## src/rtl/dpd_codec_pkg.sv

```systemverilog
package dpd_codec_pkg;

  localparam int DEC_W = 10;
  localparam int GRP_W = 12;

  typedef enum logic {
    DIR_EXPAND   = 1'b0,
    DIR_COMPRESS = 1'b1
  } dpd_dir_e;

  // declet (index 9 = most significant) to three BCD digits (index 11 = msb)
  function automatic logic [GRP_W-1:0] declet_expand(input logic [DEC_W-1:0] dc);
    logic [GRP_W-1:0] g;
    logic ind, s1, s0, k1, k0;
    ind = dc[3];
    s1  = dc[2];
    s0  = dc[1];
    k1  = dc[6];
    k0  = dc[5];
    g[11] = (ind & s1 & ~k1) | (ind & s1 & k1 & k0) | (ind & s1 & ~s0);
    g[10] = dc[9] & (~ind | ~s1 | (k1 & s0 & ~k0));
    g[9]  = dc[8] & (~ind | ~s1 | (k1 & s0 & ~k0));
    g[8]  = dc[7];
    g[7]  = (ind & ~s1 & s0) | (ind & s1 & s0 & (k1 | ~k0));
    g[6]  = (k1 & ~ind) | (k1 & ind & ~s0) | (dc[9] & ~k1 & k0 & ind & s1 & s0);
    g[5]  = (k0 & ~ind) | (k0 & ind & ~s0) | (dc[8] & ~k1 & k0 & ind & s1 & s0);
    g[4]  = dc[4];
    g[3]  = (ind & s1 & s0 & (k1 | k0)) | (ind & ~s1 & ~s0);
    g[2]  = (s1 & ~ind) | (ind & k1 & ~s1 & s0) | (ind & dc[9] & s1 & ~s0)
          | (ind & dc[9] & s1 & ~k1 & ~k0);
    g[1]  = (s0 & ~ind) | (ind & k0 & ~s1 & s0) | (ind & dc[8] & s1 & ~s0)
          | (ind & dc[8] & s1 & ~k1 & ~k0);
    g[0]  = dc[0];
    return g;
  endfunction

  // three BCD digits back into one declet
  function automatic logic [DEC_W-1:0] group_compress(input logic [GRP_W-1:0] g);
    logic [DEC_W-1:0] dc;
    logic ta, te, ti;
    ta = g[11];
    te = g[7];
    ti = g[3];
    dc[9] = (g[10] & ~ta) | (g[2] & ta & ~ti) | (g[6] & ta & ti & ~te);
    dc[8] = (g[9] & ~ta) | (g[1] & ta & ~ti) | (g[5] & ta & ti & ~te);
    dc[7] = g[8];
    dc[6] = (te & ti) | (g[6] & ~te & (~ti | ~ta)) | (g[2] & ~ta & te & ~ti);
    dc[5] = (ta & ti) | (g[5] & ~te & (~ti | ~ta)) | (g[1] & ~ta & te & ~ti);
    dc[4] = g[4];
    dc[3] = ta | te | ti;
    dc[2] = ta | (te & ti) | (g[2] & ~te & ~ti);
    dc[1] = te | (ta & ti) | (g[1] & ~ta & ~ti);
    dc[0] = g[0];
    return dc;
  endfunction

endpackage

```

## src/rtl/dpd_lane.sv

```systemverilog
module dpd_lane
  import dpd_codec_pkg::*;
(
  input  logic [DEC_W-1:0] dec_in,
  input  logic [GRP_W-1:0] grp_in,
  output logic [GRP_W-1:0] grp_out,
  output logic [DEC_W-1:0] dec_out
);

  assign grp_out = declet_expand(dec_in);
  assign dec_out = group_compress(grp_in);

endmodule

```

## src/rtl/dpd_word_map.sv

```systemverilog
module dpd_word_map
  import dpd_codec_pkg::*;
#(
  parameter int WORD_W = 64,
  parameter int HALF_W = 32,
  parameter int LANES  = 2
) (
  input  logic              dir_sel,
  input  logic [WORD_W-1:0] word_in,
  output logic [WORD_W-1:0] word_out
);

  localparam int HALVES = WORD_W / HALF_W;
  localparam int NFIELD = HALVES * LANES;

  logic [GRP_W-1:0] lane_grp [NFIELD];
  logic [DEC_W-1:0] lane_dec [NFIELD];
  logic [WORD_W-1:0] exp_word, cmp_word, used_mask;
  logic unused_in_bits;

  for (genvar h = 0; h < HALVES; h++) begin : g_half
    for (genvar l = 0; l < LANES; l++) begin : g_lane
      localparam int DOFF = h * HALF_W + l * DEC_W;
      localparam int GOFF = h * HALF_W + l * GRP_W;
      dpd_lane u_lane (
        .dec_in (word_in[DOFF +: DEC_W]),
        .grp_in (word_in[GOFF +: GRP_W]),
        .grp_out(lane_grp[h * LANES + l]),
        .dec_out(lane_dec[h * LANES + l])
      );
    end
  end

  always_comb begin
    exp_word  = '0;
    cmp_word  = '0;
    used_mask = '0;
    for (int i = 0; i < NFIELD; i++) begin
      exp_word[(i / LANES) * HALF_W + (i % LANES) * GRP_W +: GRP_W] = lane_grp[i];
      cmp_word[(i / LANES) * HALF_W + (i % LANES) * DEC_W +: DEC_W] = lane_dec[i];
      used_mask[(i / LANES) * HALF_W + (i % LANES) * GRP_W +: GRP_W] = '1;
    end
  end

  // input bits outside every field are deliberately dropped
  assign unused_in_bits = ^(word_in & ~used_mask);

  assign word_out = (dpd_dir_e'(dir_sel) == DIR_COMPRESS) ? cmp_word : exp_word;

endmodule

```

## src/rtl/dpd_out_stage.sv

```systemverilog
module dpd_out_stage #(
  parameter int W = 64
) (
  input  logic         clk,
  input  logic         rst_n,
  input  logic         in_valid,
  output logic         in_ready,
  input  logic [W-1:0] in_data,
  output logic         out_valid,
  input  logic         out_ready,
  output logic [W-1:0] out_data
);

  logic take, drain;

  assign in_ready = ~out_valid | out_ready;
  assign take     = in_valid & in_ready;
  assign drain    = out_valid & out_ready & ~take;

  always_ff @(posedge clk or negedge rst_n) begin
    if (!rst_n) begin
      out_valid <= 1'b0;
      out_data  <= '0;
    end else if (take) begin
      out_valid <= 1'b1;
      out_data  <= in_data;
    end else if (drain) begin
      out_valid <= 1'b0;
    end
  end

  p_latency_r7: assert property (@(posedge clk) disable iff (!rst_n)
    in_valid && in_ready |=> out_valid);

  p_hold_r8: assert property (@(posedge clk) disable iff (!rst_n)
    out_valid && !out_ready |=> out_valid && $stable(out_data));

  p_drain_r9: assert property (@(posedge clk) disable iff (!rst_n)
    out_valid && out_ready && !in_valid |=> !out_valid);

endmodule

```

## src/rtl/dpd_codec.sv

```systemverilog
module dpd_codec
  import dpd_codec_pkg::*;
#(
  parameter int WORD_W = 64,
  parameter int HALF_W = 32,
  parameter int LANES  = 2
) (
  input  logic              clk,
  input  logic              rst_n,
  input  logic              in_valid,
  output logic              in_ready,
  input  logic              in_dir,
  input  logic [WORD_W-1:0] in_word,
  output logic              out_valid,
  input  logic              out_ready,
  output logic [WORD_W-1:0] out_word
);

  function automatic logic [WORD_W-1:0] calc_field_mask();
    logic [WORD_W-1:0] m;
    m = '0;
    for (int h = 0; h < WORD_W / HALF_W; h++)
      for (int l = 0; l < LANES; l++)
        m[h * HALF_W + l * GRP_W +: GRP_W] = '1;
    return m;
  endfunction

  localparam logic [WORD_W-1:0] FIELD_MASK = calc_field_mask();

  logic [WORD_W-1:0] conv_word;
  logic              accept;

  dpd_word_map #(
    .WORD_W(WORD_W),
    .HALF_W(HALF_W),
    .LANES (LANES)
  ) u_map (
    .dir_sel (in_dir),
    .word_in (in_word),
    .word_out(conv_word)
  );

  dpd_out_stage #(
    .W(WORD_W)
  ) u_out (
    .clk      (clk),
    .rst_n    (rst_n),
    .in_valid (in_valid),
    .in_ready (in_ready),
    .in_data  (conv_word),
    .out_valid(out_valid),
    .out_ready(out_ready),
    .out_data (out_word)
  );

  assign accept = in_valid & in_ready;

  p_zero_fill_r5: assert property (@(posedge clk) disable iff (!rst_n)
    out_valid |-> (out_word & ~FIELD_MASK) == '0);

  p_passthru_r4: assert property (@(posedge clk) disable iff (!rst_n)
    accept && !in_dir |=> out_word[8] == $past(in_word[7]) &&
                          out_word[4] == $past(in_word[4]) &&
                          out_word[0] == $past(in_word[0]));

  p_passthru_cmp_r4: assert property (@(posedge clk) disable iff (!rst_n)
    accept && in_dir |=> out_word[7] == $past(in_word[8]) &&
                         out_word[4] == $past(in_word[4]) &&
                         out_word[0] == $past(in_word[0]));

  p_flag_or_r10: assert property (@(posedge clk) disable iff (!rst_n)
    accept && in_dir |=> out_word[3] == $past(in_word[11] | in_word[7] | in_word[3]));

endmodule

```

## config.mk

```make
export PLATFORM = sky130hd
export DESIGN_NAME = dpd_codec
export DESIGN_NICKNAME = d
export VERILOG_FILES = /design/src/rtl/dpd_codec_pkg.sv /design/src/rtl/dpd_lane.sv /design/src/rtl/dpd_word_map.sv /design/src/rtl/dpd_out_stage.sv /design/src/rtl/dpd_codec.sv
export SDC_FILE = /design/constraint.sdc
export NUM_CORES = 1
export LEC_CHECK = 0
export BUFFER_PORTS_ARGS = -buffer_cell sky130_fd_sc_hd__clkbuf_2
export CAP_MARGIN = 25
export CORE_UTILIZATION = 49
export CTS_CLUSTER_SIZE = 20
export DETAILED_ROUTE_END_ITERATION = 7
export PLACE_DENSITY = 0.84
export SLEW_MARGIN = 15
export SYNTH_ARGS = -nofsm -noshare
export SYNTH_HDL_FRONTEND = slang
export SYNTH_SLANG_ARGS = --single-unit
```

## constraint.sdc

```tcl
create_clock -name clk -period 1.37 [get_ports clk]
set_clock_uncertainty 0.05 [all_clocks]
set_input_delay 0.0685 -clock clk [delete_from_list [all_inputs] [get_ports clk]]
set_output_delay 0.0685 -clock clk [all_outputs]
set_load 0.02 [all_outputs]
```

-- Word-level counts from Yosys, hierarchy flattened
Index checks and enable logic that the tools add are counted.
- mux-type cells: 3
- bitwise operators: 460
- reduce and logical (&&, ||, !) cells: 1
- operator list (kind ; number):
    bitwise AND 1 bit ; 299
    bitwise OR 1 bit ; 133
    two-way mux 56 bit ; 1
    inverter 1 bit ; 28
    two-way mux 1 bit ; 2
    nonzero test 2 bit ; 1
- register bits: 65
- input port bits: 69
- word-level logic and storage cells: 466

-- Longest topological paths before layout
- word-level depth: 8
- gate-level depth with buffers: 6
- mapped depth without buffers: 4

-- Modules after synthesis
From an unflattened synthesis, not the netlist that was laid out.
- cell total of the unflattened synthesis: 424
- area total of the unflattened synthesis: 4820.9 um^2
- modules (own cells, without submodules) (module ; instances ; cells each ; area an instance (um^2) ; seq. area each (um^2)):
    dpd_out_stage ; 1 ; 138 ; 2671.3 ; 1626.6
    dpd_lane ; 4 ; 54 ; 351.6 ; 0.0
    dpd_word_map ; 1 ; 70 ; 743.2 ; 0.0

-- Least setup slack after synthesis
Ideal clock, no wire load.
- kind: reg-to-reg
- start: register u_out.out_valid
- end: register u_out.out_data[11]
- setup time: 95 ps
- arrival: 1245 ps
- setup slack: -21 ps
- cell stages (with the launch flop): 6
- period minus slack after synthesis: 1391 ps
- path through: dfrtp_1 nand2b_2 nand2_1 buf_2 buf_2 o31ai_1
- cells in the longest elaborated chain, start to end: 3
- ends and longest elaborated chain (element ; line ; RTL):
    start, declared ; dpd_out_stage.sv:9 ; output logic out_valid,
    start signal, assigned ; dpd_out_stage.sv:22 ; out_valid <= 1'b0;
    start signal, assigned ; dpd_out_stage.sv:25 ; out_valid <= 1'b1;
    start signal, assigned ; dpd_out_stage.sv:28 ; out_valid <= 1'b0;
    inverter 1 bit ; dpd_out_stage.sv:16 ; assign in_ready = ~out_valid | out_ready;
    bitwise OR 1 bit ; dpd_out_stage.sv:16 ;
    named net in_ready ; dpd_codec.sv:11 ; output logic in_ready,
    bitwise AND 1 bit ; dpd_out_stage.sv:17 ; assign take = in_valid & in_ready;
    end signal, assigned ; dpd_out_stage.sv:26 ; out_data <= in_data;
    end, declared ; dpd_out_stage.sv:11 ; output logic [W-1:0] out_data
The timed path passes the listed nets, and every way through them passes these cells.
A chain may end at the register's enable or synchronous reset.

-- Final worst setup path
- start: register u_out.out_valid
- end: register u_out.out_data[13]
- cells in the longest elaborated chain, start to end: 3
- ends and longest elaborated chain (element ; line):
    inverter 1 bit ; dpd_out_stage.sv:16
    bitwise OR 1 bit ; dpd_out_stage.sv:16
    bitwise AND 1 bit ; dpd_out_stage.sv:17
Every way passes these cells.

==> qor.csv <==
metric,value,unit
Hold Path Origin,in_word[50],
First DRT Iteration DRCs,198,
Synth area leaders,"dfrtp_1, nand2_1, o21ai_0",
CTS Buf Count,5,
Worst Path Required,1510,ps
register area,1230,um2
critical path's largest stage delay,420,ps
GRT overflow,0,
clk root buf,clkbuf_8,
first-pass GRT wire length,13.7,mm
critical path depth,4,
FMAX,0.764,GHz
Yosys cell types,51,
GP Congestion,0.861,
Clk pwr share,26.3,%
"Async S/R FF share, synth",100,%
worst hold slack,9.87,ps
CP Data Arrival Time,1450,ps
Synth Flop Type,dfrtp_1,
Pleak,0.00191,uW
Internal Power,2730,uW
slowest CP cell,dfrtp_1,
"Avg Cell Area, Syn",8.10,um2
Post-DRT Antenna Nets,0,
Starting Density,50.7,%
Ports,135,
TritonCTS clock tree,done,
power density cells,1050,nW/um2
Gate power share,31.7,%
Remaining DRCs,0,
"Area growth, synth to finish",24.2,%
r2r worst-path depth,4,
Die H,83.1,um
Die X,83.1,um
switching power,1470,uW
critical path's top delay family,flip-flops,
Fin. Hold Viols,0,
Peak VDD IR,576,uV
# setup viols final,0,
HP Class,input port to flop,
synthesis-stage register bit count,49,
share of layout cells above drive strength 1,27.3,%
WL final,8.38,mm
hold depth,3,
outcome,"complete, no violations",
Total GRT Usage,23.7,%
setup TNS,0,ps
sequential share of power,42.0,%
vias in the first global route,3034,
leading area contributor after synthesis,dfrtp_1,
crit-path cells,"nand2b_4, nand2_2, buf_12, o31ai_1",
critical path peak fanout,30,
critical path type,flop to flop,
"Cell Area, Synth",3220,um2
initial antenna violation count,0,
crit end category,flop,
Crit. Startpoint,u_out.out_valid,
multi-input gate area in the final layout,1700,um2
switching part of the total,35.0,%
Post-DP Area,3780,um2
antenna cell count,0,
Detailed Place HPWL,5.93,mm
first drt pass iteration count,5,
Vias,3300,
synthesized instance count,398,
pin count of the biggest net entering global routing,50,
clock latency on the worst-skew pair,290,ps
CP bufs+invs,1,
fin crit share,95.6,%
Clock transition at path regs,90,ps
core footprint,6350,um2
Tmin final,1310,ps
crit start category,flop,
Synth Warn #,0,
H-tree levels,2,
Final Max Slew Viols,0,
via/cell ratio,5.81,
count of input and output buffers,102,
Max Root-Sink Buffers,2,
final instance area,4000,um2
Avg WL per Cell,14.8,um
total clock sinks,49,
Final #Nets,559,
max cap viols,0,
register area share after synthesis,38.1,%
Post-synth EDFFs,0,
r2r startpoint,u_out.out_valid,
post-synth top area share,38.1,%
total die area,6900,um2
unrepaired setup endpoints after global routing,no,
filler cell count in the final layout,556,
site row count,29,
## sequential cells by signal (all words and copies together), names as in the netlist
| register | count |
|---|---|
| u_out.out_data | 48 |
| u_out.out_valid | 1 |
## per-layer routing
layer  GRT usage [%]  share of wire (%)  up-vias
met5               0                  0        -
met4            8.93                1.9        0
met3            3.78                6.6       14
met2            38.2                 47      174
met1            32.3                 44     1532
li1                -                  -     1580
## power by group through the flow
stage	clock (uW)	sequential, uW	combinational (uW)
2_1_floorplan	0	2030	598
3_3_place_gp	0	1790	1280
3_5_place_dp	0	1790	1310
4_1_cts	1120	1770	1330
5_1_grt	1170	1790	1450
6_report	1100	1760	1330
## cell usage in the layout (no fill, tap or decap), types with 4 or more instances in the layout
cell type,instances
clkbuf_2,102
nand2_1,66
dfrtp_1,49
o21ai_0,32
a21oi_1,27
conb_1,16
a31oi_1,15
nor2_1,15
o31ai_1,14
nand2b_1,12
nand3b_1,12
inv_1,10
dlygate4sd3_1,9
buf_12,8
o21ai_1,7
buf_4,7
nor2b_1,6
clkbuf_8,6
nor3_1,5
nor3b_1,5
nand3_1,5
a221oi_1,4
a2111oi_0,4
## area by class of cell
type / instances / share of cell area [%]
multi-input cells: 296 / 42.5
well taps: 77 / 2.41
inverters: 12 / 1.13
clock inverters: 2 / 0.938
clock buffers: 6 / 2.06
flip-flops and latches: 49 / 30.6
repair buffers: 126 / 20.3
## through the flow
step | std cells | worst slack (ps) | power (uW) | util [%]
5_1_grt | 568 | 2.15 | 4410 | 63.0
2_1_floorplan | 413 | 8.11 | 2630 | -
6_report | 568 | 60.9 | 4200 | 63.0
3_5_place_dp | 551 | -62.9 | 3100 | 59.6
4_1_cts | 568 | 20.9 | 4220 | 62.9
3_3_place_gp | 551 | 25.0 | 3060 | 59.6
## final timing paths
kind | endpoint | slack (ps)
max | u_out.out_data[13] | 60
min | u_out.out_data[53] | 10
max reg2reg | u_out.out_data[13] | 60
min reg2reg | u_out.out_data[3] | 430
max in group asynchronous | u_out.out_data[15] | 800
min in group asynchronous | u_out.out_data[4] | 220
## synth_stat cells (all sizes together), types with 3 or more instances
cell type,number
nor2,15
nor3b,5
o31ai,14
buf,48
o21ai,40
nand3b,12
nand4,3
a221oi,5
nand2,68
o311ai,5
and3,3
a21oi,27
dfrtp,49
nor2b,6
nand3,5
nand2b,13
inv,12
a32o,3
clkbuf,8
a2111oi,5
nor3,5
a221o,3
a31oi,15
mux2i,3
## worst register-to-register path, delay by kind of cell (launching register included)
family / cells / cell delay [ps]
DFF: 1 / 420
buffers and inverters: 1 / 190
AOI/OAI and AO/OA: 1 / 320
and+or+nand+nor: 2 / 220
## kinds of logic (layout without fill, tap and decap cells)
logic type	Yosys count	in the layout	synth area share [%]
AND/OR/NAND/NOR	144	144	22.4
AO/OA/AOI/OAI	133	133	27.1
buffers and inverters	68	146	11.4
flip-flops	49	49	38.1
multiplexers	3	3	0.932
other	1	16	0.116
## timing repair
item,in CTS,in global routing
hold buffers,9,0
gates resized for setup,1,2
endpoints found under the hold margin,56,0
setup endpoints to repair,7,2
buffers inserted,0,0
Note: power is estimated with default switching activity, not from simulation.
